==> config.mk <==
export PLATFORM = sky130hd
export DESIGN_NAME = psr_status_unit
export DESIGN_NICKNAME = d
export VERILOG_FILES = /design/src/rtl/psr_pkg.sv /design/src/rtl/psr_field_merge.sv /design/src/rtl/psr_saved_bank.sv /design/src/rtl/psr_current_reg.sv /design/src/rtl/psr_status_unit.sv
export SDC_FILE = /design/constraint.sdc
export NUM_CORES = 1
export LEC_CHECK = 0
export BUFFER_PORTS_ARGS = -buffer_cell sky130_fd_sc_hd__buf_2
export CAP_MARGIN = 20
export CORE_ASPECT_RATIO = 0.8
export CORE_MARGIN = 4
export CORE_UTILIZATION = 34
export DETAILED_ROUTE_END_ITERATION = 10
export PLACE_DENSITY = 0.58
export SYNTH_ARGS = -nofsm -noshare
export SYNTH_HDL_FRONTEND = slang
export SYNTH_HIERARCHICAL = 1
export SYNTH_SLANG_ARGS = --single-unit
==> constraint.sdc <==
create_clock -name clk -period 5.9 [get_ports clk]
set_clock_uncertainty 0.15 [all_clocks]
set_input_delay 0.59 -clock clk [delete_from_list [all_inputs] [get_ports clk]]
set_output_delay 0.59 -clock clk [all_outputs]
set_load 0.005 [all_outputs]
==> src/rtl/psr_pkg.sv <==
package psr_pkg;
    localparam int PSR_W      = 32;
    localparam int BYTE_W     = 8;
    localparam int NUM_FIELDS = PSR_W / BYTE_W;
    localparam int NUM_SAVED  = 5;
    localparam int MODE_W     = 3;
    localparam int NZCV_W     = 4;
    localparam int FLAG_LSB   = PSR_W - NZCV_W;
    localparam int FLAG_FIELD = NUM_FIELDS - 1;
    localparam int SLOT_W     = $clog2(NUM_SAVED);

    typedef enum logic [MODE_W-1:0] {
        MODE_USER = 3'd0,
        MODE_FIQ  = 3'd1,
        MODE_IRQ  = 3'd2,
        MODE_SVC  = 3'd3,
        MODE_ABT  = 3'd4,
        MODE_UND  = 3'd5,
        MODE_RSV  = 3'd6,
        MODE_SYS  = 3'd7
    } mode_e;

    localparam logic [PSR_W-1:0] PSR_RESET = {{(PSR_W-MODE_W){1'b0}}, MODE_SVC};

    typedef struct packed {
        logic              en;
        logic [SLOT_W-1:0] slot;
        logic [PSR_W-1:0]  value;
    } bank_load_t;

    function automatic logic has_saved(input logic [MODE_W-1:0] m);
        return (m >= MODE_FIQ) && (m <= MODE_UND);
    endfunction

    function automatic logic [SLOT_W-1:0] slot_of(input logic [MODE_W-1:0] m);
        logic [MODE_W-1:0] s;
        s = m - MODE_W'(1);
        return s[SLOT_W-1:0];
    endfunction

    function automatic logic [NUM_FIELDS-1:0] allowed_fields(input logic [MODE_W-1:0] m,
                                                             input logic [NUM_FIELDS-1:0] mask);
        logic [NUM_FIELDS-1:0] only_flags;
        only_flags = '0;
        only_flags[FLAG_FIELD] = 1'b1;
        return (m == MODE_USER) ? (mask & only_flags) : mask;
    endfunction
endpackage

==> src/rtl/psr_field_merge.sv <==
module psr_field_merge #(
    parameter int W  = 32,
    parameter int NF = 4
) (
    input  logic [W-1:0]  old_value,
    input  logic [W-1:0]  new_value,
    input  logic [NF-1:0] field_sel,
    output logic [W-1:0]  merged
);
    localparam int FW = W / NF;

    for (genvar f = 0; f < NF; f++) begin : g_field
        assign merged[f*FW +: FW] = field_sel[f] ? new_value[f*FW +: FW]
                                                  : old_value[f*FW +: FW];
    end
endmodule

==> src/rtl/psr_saved_bank.sv <==
module psr_saved_bank
    import psr_pkg::*;
#(
    parameter int N = NUM_SAVED
) (
    input  logic              clk,
    input  logic              rst,
    input  bank_load_t        load,
    input  logic [SLOT_W-1:0] rd_slot,
    output logic [PSR_W-1:0]  rd_value
);
    logic [PSR_W-1:0] slot_q [N];

    for (genvar i = 0; i < N; i++) begin : g_slot
        always_ff @(posedge clk) begin
            if (rst) begin
                slot_q[i] <= '0;
            end else if (load.en && (load.slot == SLOT_W'(i))) begin
                slot_q[i] <= load.value;
            end
        end
    end

    always_comb begin
        rd_value = '0;
        for (int i = 0; i < N; i++) begin
            if (rd_slot == SLOT_W'(i)) rd_value = slot_q[i];
        end
    end
endmodule

==> src/rtl/psr_current_reg.sv <==
module psr_current_reg
    import psr_pkg::*;
(
    input  logic             clk,
    input  logic             rst,
    input  logic [PSR_W-1:0] next_value,
    output logic [PSR_W-1:0] value
);
    always_ff @(posedge clk) begin
        if (rst) value <= PSR_RESET;
        else     value <= next_value;
    end
endmodule

==> src/rtl/psr_status_unit.sv <==
module psr_status_unit
    import psr_pkg::*;
(
    input  logic        clk,
    input  logic        rst,
    input  logic        wr_en,
    input  logic        wr_saved,
    input  logic [3:0]  wr_mask,
    input  logic [31:0] wr_data,
    input  logic        alu_upd,
    input  logic [3:0]  alu_nzcv,
    input  logic        exc_enter,
    input  logic        exc_return,
    input  logic [2:0]  exc_mode,
    output logic [31:0] cur_psr,
    output logic [31:0] saved_psr
);
    logic [MODE_W-1:0]     cur_mode;
    logic                  cur_has_saved;
    logic                  enter_ok;
    logic                  return_ok;
    logic [PSR_W-1:0]      saved_raw;
    logic [PSR_W-1:0]      after_alu;
    logic [NUM_FIELDS-1:0] cur_fields;
    logic [PSR_W-1:0]      after_write;
    logic [PSR_W-1:0]      saved_written;
    logic [PSR_W-1:0]      cur_next;
    bank_load_t            bank_load;

    assign cur_mode      = cur_psr[MODE_W-1:0];
    assign cur_has_saved = has_saved(cur_mode);
    assign enter_ok      = exc_enter && has_saved(exc_mode);
    assign return_ok     = exc_return && cur_has_saved && !enter_ok;

    assign saved_psr = cur_has_saved ? saved_raw : '0;

    // Flag refresh first, so that a masked flags write merged on top wins.
    assign after_alu  = alu_upd ? {alu_nzcv, cur_psr[FLAG_LSB-1:0]} : cur_psr;
    assign cur_fields = (wr_en && !wr_saved) ? allowed_fields(cur_mode, wr_mask) : '0;

    psr_field_merge #(.W(PSR_W), .NF(NUM_FIELDS)) i_cur_merge (
        .old_value (after_alu),
        .new_value (wr_data),
        .field_sel (cur_fields),
        .merged    (after_write)
    );

    psr_field_merge #(.W(PSR_W), .NF(NUM_FIELDS)) i_saved_merge (
        .old_value (saved_raw),
        .new_value (wr_data),
        .field_sel (wr_mask),
        .merged    (saved_written)
    );

    always_comb begin
        if (enter_ok)       cur_next = {cur_psr[PSR_W-1:MODE_W], exc_mode};
        else if (return_ok) cur_next = saved_raw;
        else                cur_next = after_write;
    end

    always_comb begin
        bank_load = '0;
        if (enter_ok) begin
            bank_load.en    = 1'b1;
            bank_load.slot  = slot_of(exc_mode);
            bank_load.value = cur_psr;
        end else if (!return_ok && wr_en && wr_saved && cur_has_saved) begin
            bank_load.en    = 1'b1;
            bank_load.slot  = slot_of(cur_mode);
            bank_load.value = saved_written;
        end
    end

    psr_current_reg i_cur (
        .clk        (clk),
        .rst        (rst),
        .next_value (cur_next),
        .value      (cur_psr)
    );

    psr_saved_bank #(.N(NUM_SAVED)) i_bank (
        .clk      (clk),
        .rst      (rst),
        .load     (bank_load),
        .rd_slot  (slot_of(cur_mode)),
        .rd_value (saved_raw)
    );
endmodule

After elaboration in Yosys (flattened, before gate mapping)
Memory sizes are Yosys's and may differ from the RTL's.
Cells that the tools add are included.
{ "op_classes": {"n_addsub": 2, "n_lt_le_gt_ge": 4, "n_eq_ne": 8, "muxes": 43, "bitwise": 6, "n_reduce_logical": 31} }
{ "op_table": {"columns": ["op", "n"], "rows": [
  ["32-bit two-way mux", 13],
  ["36-bit two-way mux", 2],
  ["8-bit two-way mux", 8],
  ["1-bit two-way mux", 17],
  ["1-bit logical AND", 14],
  ["3-bit by 2-bit equality test with 1-bit output (second input constant)", 4],
  ["2-bit AND reduction", 5],
  ["3-bit logical NOT", 3],
  ["2-bit nonzero test", 4],
  ["3-bit by 1-bit equality test with 1-bit output (second input constant)", 2],
  ["3-bit equality test (second input constant)", 2],
  ["3-bit by 1-bit greater-or-equal comparator with 1-bit output (second input constant)", 2],
  ["3-bit less-or-equal comparator (second input constant)", 2],
  ["3-bit two-way mux", 2],
  ["3-bit nonzero test", 2],
  ["3-bit by 1-bit subtractor with 3-bit output (second input constant)", 2],
  ["1-bit OR", 5],
  ["4-bit two-way mux", 1],
  ["1-bit logical NOT", 3],
  ["1-bit inverter", 1]
]} }
{ "totals": {"reg_bits": 32, "ramBits": 160, "inputBits": 50, "output_inout_bits": 64, "n_memories": 1} }
{ "mem_list": {"columns": ["memory", "depth", "word_bits", "read_ports", "rd_clocked_by_memory_dff", "wr", "line_no", "source"], "rows": [
  ["i_bank.slot_q", 5, 32, 5, 0, 5, "psr_saved_bank.sv:12", "logic [PSR_W-1:0] slot_q [N];"]
]} }

Depth between registers and ports, before layout
{ "depth": {"word_depth": 17, "ltp_mapped": 13, "mapped_depth_nobuf": 11} }

By module
The synthesis kept the hierarchy.
{ "modules_own_cells": {"columns": ["module", "n_inst", "cells_each", "area_per_inst_um2", "seq_area_each_um2"], "rows": [
  ["psr_saved_bank", 1, 539, 7364.6, 4804.6],
  ["psr_status_unit", 1, 309, 1916.8, 0.0],
  ["psr_field_merge", 2, 36, 525.5, 0.0],
  ["psr_current_reg", 1, 67, 862.1, 640.6]
]} }

Worst setup path before layout
No wires, ideal clock.
{ "synth_timing": {"kind": "reg-to-reg", "from": "reg i_cur.value[1]", "to": "mem i_bank.slot_q[0][0] (enable)", "setup_ps": 388, "arrival_time_ps": 2603, "required_time_ps": 5362, "path_slack_ps": 2759, "path_stages_with_launch": 9, "period_less_slack_ps": 3141, "cell_sequence": "dfxtp_1 > inv_1 > ha_1 > or3_4 > nand4_2 > buf_4 > o22ai_1 > nor2_1 > a21o_1"} }
{ "synth_lines": {"columns": ["item", "line_no", "source"], "rows": [
  ["start, declared", "psr_current_reg.sv:7", "output logic [PSR_W-1:0] value"],
  ["start signal, assigned", "psr_current_reg.sv:11", "else value <= next_value;"],
  ["end, declared", "psr_saved_bank.sv:12", null]
]} }

Final worst setup path
{ "layout_timing": {"from": "reg i_cur.value[1]", "to": "out saved_psr[0]"} }
{ "layout_via": {"elab_chain_cells": 8, "elab_cells_between_ends": 15} }
{ "layout_lines": {"columns": ["item", "line_no", "source"], "rows": [
  ["3-bit by 1-bit subtractor with 3-bit output (*)", "psr_pkg.sv:37", "s = m - MODE_W'(1);"],
  ["3-bit logical NOT", "psr_saved_bank.sv:27", "if (rd_slot == SLOT_W'(i)) rd_value = slot_q[i];"],
  ["32-bit two-way mux (4 in a row)", "psr_saved_bank.sv:27", null],
  ["32-bit two-way mux (*)", "psr_saved_bank.sv:27", null],
  ["net saved_raw[0]", "psr_status_unit.sv:22", "logic [PSR_W-1:0] saved_raw;"],
  ["32-bit two-way mux (*)", "psr_status_unit.sv:35", "assign saved_psr = cur_has_saved ? saved_raw : '0;"],
  ["end, declared", "psr_status_unit.sv:16", "output logic [31:0] saved_psr"]
]} }
The timed path passes the listed nets; every way through them passes the cells marked *.

==> results.cfg <==
[run_status]
outcome = completed

[clocking]
cts_num_sinks = 192
post_cts_buffers = 0
htree_levels = 4
cts_buffer_depth = 2
insertion_delay_ps = 430
clk_pin_slew_worst_paths_ps = 70
postCtsHoldBufs = 0
cts_tree = done
cts-root-buf = clkbuf_16
cts.repair.resized = 0
cts_inserted_buffers = 17

[sta]
tns_ps = 0
period_share = 0.8226
final.min_clock_period_ps = 4853
worst_pin_slew_ps = 1087
finalSetupViolCount = 0
slew_headroom = 0.2737
hold_violations = 0
maxSlewViolCount = 0
setup_slack_ps = 1047
rsz0062_at_grt = false
timing.fmax_ghz = 0.2061

[global_route]
grt_overflow = 0
grt_pass1_wl_microns = 49690
grt_max_degree = 69
grt_antenna_before_repair = 0
grt.total_usage = 0.1784
grt_pass1_vias = 8138

[synthesis]
synth-seq-cells = 192
synth_top_area_cell = edfxtp_1
ys_warn_count = 6
seq_area_frac_synth = 0.4864
syn-num-nets = 1042
netlist_instances = 987
avgSynthCellArea_sq_um = 11.34
syn_area_sq_um = 11190
synth_top_area_share = 0.4292
synth.area.top_cells = edfxtp_1 (43%), and2_1 (9.1%), mux2_4 (8.6%)
synthDistinctLibCells = 43

[die]
dieArea_sq_um = 35910
core_area_sq_um = 32480
pin_count = 114
die_w_microns = 210.9
die_y_microns = 170.3
initial_utilization = 0.3446
num_rows = 59

[placement]
hpwl_microns = 20100
portBuffers = 113
pre_cts_ws_ps = 1542
routabilityCongestion = 0.7274

[setup_path]
end_kind = output port
crit_arrival_ps = 4110
critical_path_required_ps = 5160
cp_max_fo = 47
cp-start-kind = register
rrSetupSlack_ps = 1510
reg2regPathDepth = 10
path_class = register to output port

[route]
drtIter0Drc = 790
viasPerCell = 5.431
first_pass_iters = 5
vias = 8103
wirelength_microns = 32410
antenna_left = 0
wl_per_cell_microns = 21.72
drc_errors = 0

[pwr]
power.density_cell_area_nw_per_um2 = 301.9
swShare = 0.3198
vdd_drop_max_mv = 0.1860
comb_power_share = 0.278
p_leak_nw = 4.848
internal-power_mw = 2.547
p_switching_mw = 1.198
clockPowerShare = 0.292
pwr-share-seq = 0.430

[run]
cap_violations = 0

[layout]
mostFrequentLayoutCell = and2_1
layout-drive-gt1-share = 0.2714
n_antenna_cell = 0
area_growth_pct = 10.82
final_net_count = 1107
final_cell_mix = and2_1 (163), edfxtp_1 (160), buf_2 (113)

[hold_path]
hp-class = input port to register
whs_path_depth = 4
flip-flops by register name (all words and copies together), names as in the netlist:
register and cells:
i_bank/slot_q 160, i_cur/value 32
kinds of logic after synthesis:
family | after synthesis | share of synthesized area
buffers and inverters | 102 | 0.06326
XOR/XNOR | 1 | 0.0007825
multiplexers | 100 | 0.1221
AND/OR/NAND/NOR | 382 | 0.1988
adder cells (fa/ha/maj) | 5 | 0.005588
AO/OA/AOI/OAI | 205 | 0.1231
flip-flops | 192 | 0.4864
worst paths after layout:
kind	startpoint	end
hold reg to reg	i_cur/value[11]	i_cur/value[11]
setup / recovery	i_cur/value[1]	saved_psr[0]
setup reg to reg	i_cur/value[1]	i_bank/slot_q[0][31]
hold / removal	exc_mode[0]	i_cur/value[0]
cell usage after synthesis, drive strengths merged:
cell type,n
and2,163
edfxtp,160
mux2,100
buf,66
o21ai,66
a31oi,63
nor3,39
nor2,36
nand2,34
nor2b,33
a32oi,32
and3,32
dfxtp,32
nand3,31
o2bb2ai,29
clkbuf,26
inv,10
o22ai,6
ha,5
a31o,4
and3b,3
or2,3
a21bo,2
nor3b,2
or3b,2
a211oi,1
a21boi,1
a21o,1
and4b,1
nand4,1
nor4,1
or3,1
xnor2,1
area by class of cell:
type / count / area, sq um
fillers: 3193 / 20080
flip-flops and latches: 192 / 5445
multi-input cells: 693 / 5059
repair buffers: 138 / 785.8
well taps: 427 / 534.3
clock buffers: 19 / 442.9
clock inverters: 13 / 101.3
inverters: 10 / 37.54
per-layer routing:
layer / track usage / routed length, microns / share of wire / up-vias
met4: 0.03071 / 173 / 0.0053 / 0
met1: 0.2622 / 15940 / 0.49 / 4056
li1: - / - / - / 3781
met5: 0 / 0 / 0 / -
met2: 0.2830 / 14540 / 0.45 / 253
met3: 0.02875 / 1751 / 0.054 / 13
worst max-delay path, cell delays in order, from the launching register on:
cell	delay (ps)
dfxtp_1	530
inv_1	160
ha_1	290
inv_1	590
or3b_2	950
buf_4	390
nor2_1	60
a31oi_1	310
and3_1	260
buf_2	120
metrics by stage:
| stage | instances | cell area, sq um | hold slack [ps] | power (mW) | utilization |
|---|---|---|---|---|---|
| 2_1_floorplan | 987 | 11190 | 511.6 | 2.327 | - |
| 3_3_place_gp | 1458 | 11810 | 546.7 | 2.665 | 0.3637 |
| 3_5_place_dp | 1458 | 11810 | 559.0 | 2.678 | 0.3637 |
| 4_1_cts | 1490 | 12360 | 494.5 | 3.767 | 0.3805 |
| 5_1_grt | 1492 | 12410 | 513.9 | 3.921 | 0.3819 |
| 6_report | 1492 | 12410 | 519.5 | 3.745 | 0.3819 |
power groups by stage:
stage               combinational [mW]  sequential, mW  clock (mW)
finish                            1.04            1.61        1.09
global route                      1.14            1.62        1.16
CTS                               1.04            1.61        1.11
detailed placement                1.04            1.64           0
global placement                  1.03            1.64           0
floorplan                        0.700            1.63           0
Note: power is estimated with default switching activity, not from simulation.
